### src/rtl/cfgld_pkg.sv
package cfgld_pkg;
    localparam int TMR_W  = 32;
    localparam int BYTE_W = 8;
    localparam int BIT_W  = $clog2(BYTE_W);
    localparam int ERR_W  = 3;

    typedef enum logic [3:0] {
        ST_IDLE,
        ST_PGM_LOW,
        ST_WAIT_HI,
        ST_CHK_LOADED,
        ST_LATENCY,
        ST_STREAM,
        ST_DRAIN,
        ST_PAD_SMP,
        ST_PAD_WAIT
    } seq_state_e;

    typedef enum logic [ERR_W-1:0] {
        ERR_NONE     = 3'd0,
        ERR_BAD_REQ  = 3'd1,
        ERR_LVL_TMO  = 3'd2,
        ERR_EARLY    = 3'd3,
        ERR_CRC      = 3'd4,
        ERR_SYNC     = 3'd5,
        ERR_TMO      = 3'd6
    } seq_err_e;

    typedef struct packed {
        seq_state_e        state;
        logic [TMR_W-1:0]  cnt;
        logic [TMR_W-1:0]  cpl;
        logic              busy;
        logic              ok;
        seq_err_e          err;
        logic              pgm_n;
        logic              smp_loaded;
        logic              smp_exp;
    } seq_regs_t;
endpackage

### src/rtl/cfgld_sync.sv
module cfgld_sync #(
    parameter int             W       = 1,
    parameter logic [W-1:0]   RST_VAL = '0
) (
    input  logic         clk_i,
    input  logic         rst_ni,
    input  logic [W-1:0] d_i,
    output logic [W-1:0] q_o
);
    for (genvar g = 0; g < W; g++) begin : g_bit
        logic meta_q;
        logic sync_q;
        always_ff @(posedge clk_i or negedge rst_ni) begin
            if (!rst_ni) begin
                meta_q <= RST_VAL[g];
                sync_q <= RST_VAL[g];
            end else begin
                meta_q <= d_i[g];
                sync_q <= meta_q;
            end
        end
        assign q_o[g] = sync_q;
    end
endmodule

### src/rtl/cfgld_shift.sv
module cfgld_shift
    import cfgld_pkg::*;
#(
    parameter int HALF = 4
) (
    input  logic              clk_i,
    input  logic              rst_ni,
    input  logic              load_i,
    input  logic [BYTE_W-1:0] byte_i,
    output logic              idle_o,
    output logic              end_o,
    output logic              sclk_o,
    output logic              sdat_o
);
    localparam int DIV_W = (HALF > 1) ? $clog2(HALF) : 1;
    localparam logic [DIV_W-1:0] DIV_LAST = DIV_W'(HALF - 1);
    localparam logic [BIT_W-1:0] BIT_LAST = BIT_W'(BYTE_W - 1);

    typedef struct packed {
        logic              act;
        logic              hi;
        logic [BIT_W-1:0]  idx;
        logic [DIV_W-1:0]  cnt;
        logic [BYTE_W-1:0] sh;
    } shift_regs_t;

    shift_regs_t sr_d, sr_q;
    logic        term;

    assign term = (sr_q.cnt == DIV_LAST);

    always_comb begin
        sr_d = sr_q;
        if (!sr_q.act) begin
            if (load_i) begin
                sr_d.act = 1'b1;
                sr_d.hi  = 1'b0;
                sr_d.idx = '0;
                sr_d.cnt = '0;
                sr_d.sh  = byte_i;
            end
        end else begin
            sr_d.cnt = sr_q.cnt + 1'b1;
            if (term) begin
                sr_d.cnt = '0;
                if (!sr_q.hi) begin
                    sr_d.hi = 1'b1;
                end else begin
                    sr_d.hi = 1'b0;
                    if (sr_q.idx == BIT_LAST) begin
                        sr_d.act = 1'b0;
                    end else begin
                        sr_d.idx = sr_q.idx + 1'b1;
                        sr_d.sh  = {sr_q.sh[BYTE_W-2:0], 1'b0};
                    end
                end
            end
        end
    end

    always_ff @(posedge clk_i or negedge rst_ni) begin
        if (!rst_ni) sr_q <= '0;
        else         sr_q <= sr_d;
    end

    assign idle_o = !sr_q.act;
    assign end_o  = sr_q.act && sr_q.hi && term && (sr_q.idx == BIT_LAST);
    assign sclk_o = sr_q.act && sr_q.hi;
    assign sdat_o = sr_q.act && sr_q.sh[BYTE_W-1];
endmodule

### src/rtl/cfgld_seq.sv
module cfgld_seq
    import cfgld_pkg::*;
#(
    parameter int CCLK_HALF     = 4,
    parameter int PULSE_MIN     = 125,
    parameter int LEVEL_TMO     = 250_000_000,
    parameter int LATENCY_CYC   = 1_875_000,
    parameter int ALT_DLY       = 250,
    parameter int CPL_TMO       = 250_000,
    parameter bit HAS_CLR_SENSE = 1'b1
) (
    input  logic              clk_i,
    input  logic              rst_ni,
    input  logic              start_i,
    input  logic              partial_i,
    input  logic [BYTE_W-1:0] s_data_i,
    input  logic              s_valid_i,
    input  logic              s_last_i,
    output logic              s_ready_o,
    output logic              tgt_cfg_rst_no,
    input  logic              tgt_clr_ni,
    input  logic              tgt_loaded_i,
    output logic              ser_clk_o,
    output logic              ser_dat_o,
    output logic              busy_o,
    output logic              ok_o,
    output logic [ERR_W-1:0]  err_o
);
    localparam int FIX_PULSE = (PULSE_MIN > ALT_DLY) ? PULSE_MIN : ALT_DLY;
    localparam logic [TMR_W-1:0] PULSE_L = TMR_W'(PULSE_MIN);
    localparam logic [TMR_W-1:0] FIX_L   = TMR_W'(FIX_PULSE);
    localparam logic [TMR_W-1:0] LVL_L   = TMR_W'(LEVEL_TMO);
    localparam logic [TMR_W-1:0] LAT_L   = TMR_W'(LATENCY_CYC - 1);
    localparam logic [TMR_W-1:0] CPL_L   = TMR_W'(CPL_TMO);

    seq_regs_t         q, d;
    logic              clr_s;
    logic              loaded_s;
    logic              ser_load;
    logic [BYTE_W-1:0] ser_byte;
    logic              ser_idle;
    logic              ser_end;

    cfgld_sync #(.W(1), .RST_VAL(1'b0)) u_sync_loaded (
        .clk_i  (clk_i),
        .rst_ni (rst_ni),
        .d_i    (tgt_loaded_i),
        .q_o    (loaded_s)
    );

    if (HAS_CLR_SENSE) begin : g_clr_sense
        cfgld_sync #(.W(1), .RST_VAL(1'b1)) u_sync_clr (
            .clk_i  (clk_i),
            .rst_ni (rst_ni),
            .d_i    (tgt_clr_ni),
            .q_o    (clr_s)
        );
    end else begin : g_clr_fixed
        logic unused_clr;
        assign unused_clr = tgt_clr_ni;
        assign clr_s      = 1'b1;
    end

    cfgld_shift #(.HALF(CCLK_HALF)) u_shift (
        .clk_i  (clk_i),
        .rst_ni (rst_ni),
        .load_i (ser_load),
        .byte_i (ser_byte),
        .idle_o (ser_idle),
        .end_o  (ser_end),
        .sclk_o (ser_clk_o),
        .sdat_o (ser_dat_o)
    );

    always_comb begin
        d         = q;
        ser_load  = 1'b0;
        ser_byte  = s_data_i;
        s_ready_o = 1'b0;
        if (q.cnt != '1) d.cnt = q.cnt + 1'b1;

        unique case (q.state)
            ST_IDLE: begin
                if (start_i) begin
                    d.ok = 1'b0;
                    if (partial_i) begin
                        d.err = ERR_BAD_REQ;
                    end else begin
                        d.err   = ERR_NONE;
                        d.busy  = 1'b1;
                        d.pgm_n = 1'b0;
                        d.state = ST_PGM_LOW;
                    end
                end
            end
            ST_PGM_LOW: begin
                if (HAS_CLR_SENSE) begin
                    if (!clr_s && (q.cnt >= PULSE_L)) begin
                        d.pgm_n = 1'b1;
                        d.state = ST_WAIT_HI;
                    end else if (q.cnt >= LVL_L) begin
                        d.pgm_n = 1'b1;
                        d.busy  = 1'b0;
                        d.err   = ERR_LVL_TMO;
                        d.state = ST_IDLE;
                    end
                end else if (q.cnt >= FIX_L) begin
                    d.pgm_n = 1'b1;
                    d.state = ST_WAIT_HI;
                end
            end
            ST_WAIT_HI: begin
                if (clr_s) begin
                    d.state = ST_CHK_LOADED;
                end else if (q.cnt >= LVL_L) begin
                    d.busy  = 1'b0;
                    d.err   = ERR_LVL_TMO;
                    d.state = ST_IDLE;
                end
            end
            ST_CHK_LOADED: begin
                if (loaded_s) begin
                    d.busy  = 1'b0;
                    d.err   = ERR_EARLY;
                    d.state = ST_IDLE;
                end else begin
                    d.state = ST_LATENCY;
                end
            end
            ST_LATENCY: begin
                if (q.cnt >= LAT_L) d.state = ST_STREAM;
            end
            ST_STREAM: begin
                s_ready_o = ser_idle;
                if (s_valid_i && ser_idle) begin
                    ser_load = 1'b1;
                    if (s_last_i) d.state = ST_DRAIN;
                end
            end
            ST_DRAIN: begin
                d.cpl = '0;
                if (ser_end) d.state = ST_PAD_SMP;
            end
            ST_PAD_SMP: begin
                ser_load     = 1'b1;
                ser_byte     = '1;
                d.smp_loaded = loaded_s;
                d.smp_exp    = (q.cpl >= CPL_L);
                d.state      = ST_PAD_WAIT;
            end
            ST_PAD_WAIT: begin
                if (ser_end) begin
                    if (q.smp_loaded) begin
                        d.busy  = 1'b0;
                        d.ok    = 1'b1;
                        d.state = ST_IDLE;
                    end else if (q.smp_exp) begin
                        d.busy  = 1'b0;
                        d.state = ST_IDLE;
                        if (!HAS_CLR_SENSE) d.err = ERR_TMO;
                        else if (!clr_s)    d.err = ERR_CRC;
                        else                d.err = ERR_SYNC;
                    end else begin
                        d.state = ST_PAD_SMP;
                    end
                end
            end
            default: d.state = ST_IDLE;
        endcase

        if ((q.state == ST_PAD_SMP || q.state == ST_PAD_WAIT) && (q.cpl != '1))
            d.cpl = q.cpl + 1'b1;
        if (d.state != q.state) d.cnt = '0;
    end

    always_ff @(posedge clk_i or negedge rst_ni) begin
        if (!rst_ni) begin
            q            <= '0;
            q.state      <= ST_IDLE;
            q.err        <= ERR_NONE;
            q.pgm_n      <= 1'b1;
        end else begin
            q <= d;
        end
    end

    assign tgt_cfg_rst_no = q.pgm_n;
    assign busy_o         = q.busy;
    assign ok_o           = q.ok;
    assign err_o          = q.err;
endmodule

### config.mk
export PLATFORM = sky130hd
export DESIGN_NAME = cfgld_seq
export DESIGN_NICKNAME = d
export VERILOG_FILES = /design/src/rtl/cfgld_pkg.sv /design/src/rtl/cfgld_sync.sv /design/src/rtl/cfgld_shift.sv /design/src/rtl/cfgld_seq.sv
export SDC_FILE = /design/constraint.sdc
export NUM_CORES = 1
export LEC_CHECK = 0
export ABC_AREA = 1
export BUFFER_PORTS_ARGS = -buffer_cell sky130_fd_sc_hd__buf_2
export CAP_MARGIN = 20
export CORE_MARGIN = 2
export CORE_UTILIZATION = 65
export DETAILED_ROUTE_END_ITERATION = 10
export PLACE_DENSITY = 0.93
export SETUP_SLACK_MARGIN = 0.02
export SYNTH_ARGS = -nofsm -noshare
export SYNTH_HDL_FRONTEND = slang
export SYNTH_HIERARCHICAL = 1
export SYNTH_SLANG_ARGS = --single-unit
export TNS_END_PERCENT = 50
### constraint.sdc
create_clock -name clk_i -period 3.35 [get_ports clk_i]
set_input_delay 0 -clock clk_i [delete_from_list [all_inputs] [get_ports clk_i]]
set_output_delay 0 -clock clk_i [all_outputs]
set_load 0.03 [all_outputs]
==> results.sh <==
export IMPL_synth_top_cell_area_share=0.368
export IMPL_core_area_um2=9280
export IMPL_top_layer="met4"
export IMPL_period_share=0.850
export IMPL_sw_frac_of_total=0.220
export IMPL_portBuffers=24
export IMPL_pin_count=25
export IMPL_die_y_um=102
export IMPL_syn_area_um2=6260
export IMPL_grt_pass1_wl_um=25200
export IMPL_power_frac_seq=0.558
export IMPL_drtPass1Iterations=6
export IMPL_hp_start="s_data_i[6]"
export IMPL_ys_seq_area_frac=0.380
export IMPL_hpwlAfterDp_um=10800
export IMPL_synth_common_cells="nand2_1 (202), nor2_1 (124), inv_1 (109)"
export IMPL_setup_violations=0
export IMPL_power_leakage_nw=3.12
export IMPL_synth_top_flop_cell="dfrtp_1"
export IMPL_synth_edff_count=0
export IMPL_cts_root_buf="clkbuf_8"
export IMPL_vias_per_cell=5.76
export IMPL_overflow=0
export IMPL_grt_pass1_vias=5589
export IMPL_gp_congestion=0.973
export IMPL_clkLatencyLatePin_ns=0.38
export IMPL_cts_resized=0
export IMPL_diodes=0
export IMPL_grt_max_degree=69
export IMPL_startpoint="u_shift/sr_q[8]"
export IMPL_met2_wirelength_um=6900
export IMPL_drv_cap=0
export IMPL_wl_met3_um=1250
export IMPL_synth_area_leaders="dfrtp_1 (37%), nand2_1 (12%), nor2_1 (7.4%)"
export IMPL_period_needed_ns=2.85
export IMPL_route_detailed_drc=0
export IMPL_status="completed"
export IMPL_p_int_mw=1.61
export IMPL_clk_transition_reported_paths_ns=0.10
export IMPL_multi_input_area_um2=3290
export IMPL_dieWidth_um=102
export IMPL_critPathCaptureType="flip-flop"
export IMPL_cpPeakStageDelay_ns=0.46
export IMPL_crit_type="reg -> reg"
export IMPL_drt_iter0_markers=493
export IMPL_ys_warn_count=6
export IMPL_fin_worst_hold_slack_ns=0.0419
export IMPL_netlist_instances=878
export IMPL_syn_to_final_growth_pct=7.11
export IMPL_drt_met1_wl_um=6540
export IMPL_ys_types=42
export IMPL_start_util=0.674
export IMPL_synth_async_sr_flop_share=1.00
export IMPL_worstPathRequired_ns=3.66
export IMPL_hold_viol_final=0
export IMPL_ctsLongestPathBuffers=2
export IMPL_utilization=0.722
export IMPL_crit_arrival_ns=3.15
export IMPL_startpoint_type="flip-flop"
export IMPL_fillers=735
export IMPL_cts_max_level=3
export IMPL_finalMaxSlewViolations=0
export IMPL_powerDensity_nw_per_um2=308
export IMPL_row_count=35
export IMPL_cpMaxStageDelayCell="nor3_1"
export IMPL_irDropWorstVdd_v=0.000283
export IMPL_register_area_um2=2380
export IMPL_cts_buffers_inserted=9
export IMPL_hold_class="in -> reg"
export IMPL_worst_pin_slew_ns=0.993
export IMPL_fmax_ghz=0.351
export IMPL_clockPowerShare=0.419
export IMPL_cts_sinks=95
export IMPL_finalPower_mw=2.07
export IMPL_combinationalPowerShare=0.023
export IMPL_routedWlPerCell_um=14.5
export IMPL_synth_top_area_cell="dfrtp_1"
export IMPL_worstPathCellList="ha_1 > nand2_4 > nor3_1 > inv_1 > a21oi_1 > nor3_1 > nor2_1 > nand3_2 > nand2_1 > inv_2 > nor2_8 > nand2_4 > nor2_1"
export IMPL_yosysMostFrequentCell="nand2_1"
export IMPL_fin_nets=925
export IMPL_ant_nets=0
export IMPL_ys_ff_latch=95
export IMPL_max_slew_margin=0.331
export IMPL_fin_skew_ns=0.0166
export IMPL_drive_gt1_frac=0.108
export IMPL_p_sw_mw=0.455
export IMPL_cts_tree="done"
export IMPL_syn_nets=903
export IMPL_rsz0062_at_grt="no"
export IMPL_grtUsageTotal=0.305
export IMPL_vias=5959
export IMPL_antenna_found_initial=0
export IMPL_cp_max_fo=24
export IMPL_finalSetupTns_ns=0
export IMPL_reg2reg_from="u_shift/sr_q[8]"
export IMPL_syn_avg_cell_area_um2=7.13
export IMPL_routed_wl_um=14900
export IMPL_die_area_um2=10400
cells by family (layout without fill, tap and decap cells):
group | count (synthesis) | in the layout | share of synthesized area
fa+ha+maj | 9 | 9 | 0.0180
flops | 95 | 95 | 0.380
xor+xnor | 34 | 34 | 0.0476
simple gates | 518 | 518 | 0.384
compound gates | 82 | 82 | 0.0753
buf+inv | 140 | 167 | 0.0947
state kept, by name (all words and copies together) (netlist names):
signal                               cells
q                                       70
u_shift/sr_q                            15
err_o                                    3
busy_o                                   1
g_clr_sense.u_sync_clr/g_bit.meta_q      1
g_clr_sense.u_sync_clr/q_o               1
ok_o                                     1
tgt_cfg_rst_no                           1
u_sync_loaded/g_bit.meta_q               1
u_sync_loaded/q_o                        1
metrics by stage:
| step | setup WS [ns] | cell area (um^2) | cells |
|---|---|---|---|
| 3_5_place_dp | 0.574 | 6420 | 1012 |
| 3_3_place_gp | 0.715 | 6420 | 1012 |
| 2_1_floorplan | 1.15 | 6260 | 878 |
| 6_report | 0.501 | 6710 | 1034 |
| 5_1_grt | 0.283 | 6710 | 1034 |
| 4_1_cts | 0.555 | 6710 | 1034 |
critical path: cells and delay by family (launching register included):
kind / cells / cell delay [ns]
buffers and inverters: 2 / 0.22
DFF: 1 / 0.39
AOI/OAI and AO/OA: 1 / 0.18
and+or+nand+nor: 9 / 1.62
adders and majority gates: 1 / 0.37
final timing paths:
| kind | end | slack (ns) | cells after the start |
|---|---|---|---|
| hold reg to reg | g_clr_sense.u_sync_clr/q_o | 0.37 | 0 |
| setup / recovery | q[54] | 0.50 | 13 |
| hold / removal | u_shift/sr_q[6] | 0.04 | 6 |
| setup reg to reg | q[54] | 0.50 | 13 |
| max in group asynchronous | q[34] | 2.23 | 3 |
| min in group asynchronous | q[46] | 0.26 | 2 |
layer usage:
layer / vias up / global-route usage
met5: - / 0
met4: 0 / 0.0964
met3: 33 / 0.0568
met2: 296 / 0.484
met1: 2718 / 0.427
li1: 2912 / -
final cells by class:
type,count,share of cell area
Multi-Input combinational cell,643,0.490
Sequential cell,95,0.355
Timing Repair Buffer,33,0.0306
Tap cell,129,0.0241
Inverter,118,0.0660
Clock inverter,6,0.0136
Clock buffer,10,0.0205
cells in the final DEF (no fill, tap or decap), types with 16 or more instances in the layout:
cell type | Yosys | layout
nand4_1 | 23 | 23
nor3_1 | 33 | 33
nor4_1 | 18 | 18
nor2_1 | 124 | 124
nand2_1 | 202 | 202
inv_1 | 109 | 109
nand3_1 | 71 | 71
o21ai_0 | 39 | 39
dfrtp_1 | 92 | 92
nand3_2 | 16 | 16
xor2_1 | 30 | 30
buf_2 | 8 | 23
o22ai_1 | 19 | 19
timing repair:
item | CTS | global route
hold buffers | 6 | 0
buffers inserted | 0 | 0
endpoints found under the hold margin | 70 | 0
power by group through the flow:
stage               Sequential (mW)  Combinational [mW]  Clock (mW)
CTS                            1.15              0.0497       0.878
floorplan                      1.18             0.00687           0
detailed placement             1.18              0.0441           0
finish                         1.15              0.0483       0.866
global placement               1.18              0.0440           0
global route                   1.15              0.0555       0.927
Note: power is estimated with default switching activity, not from simulation.
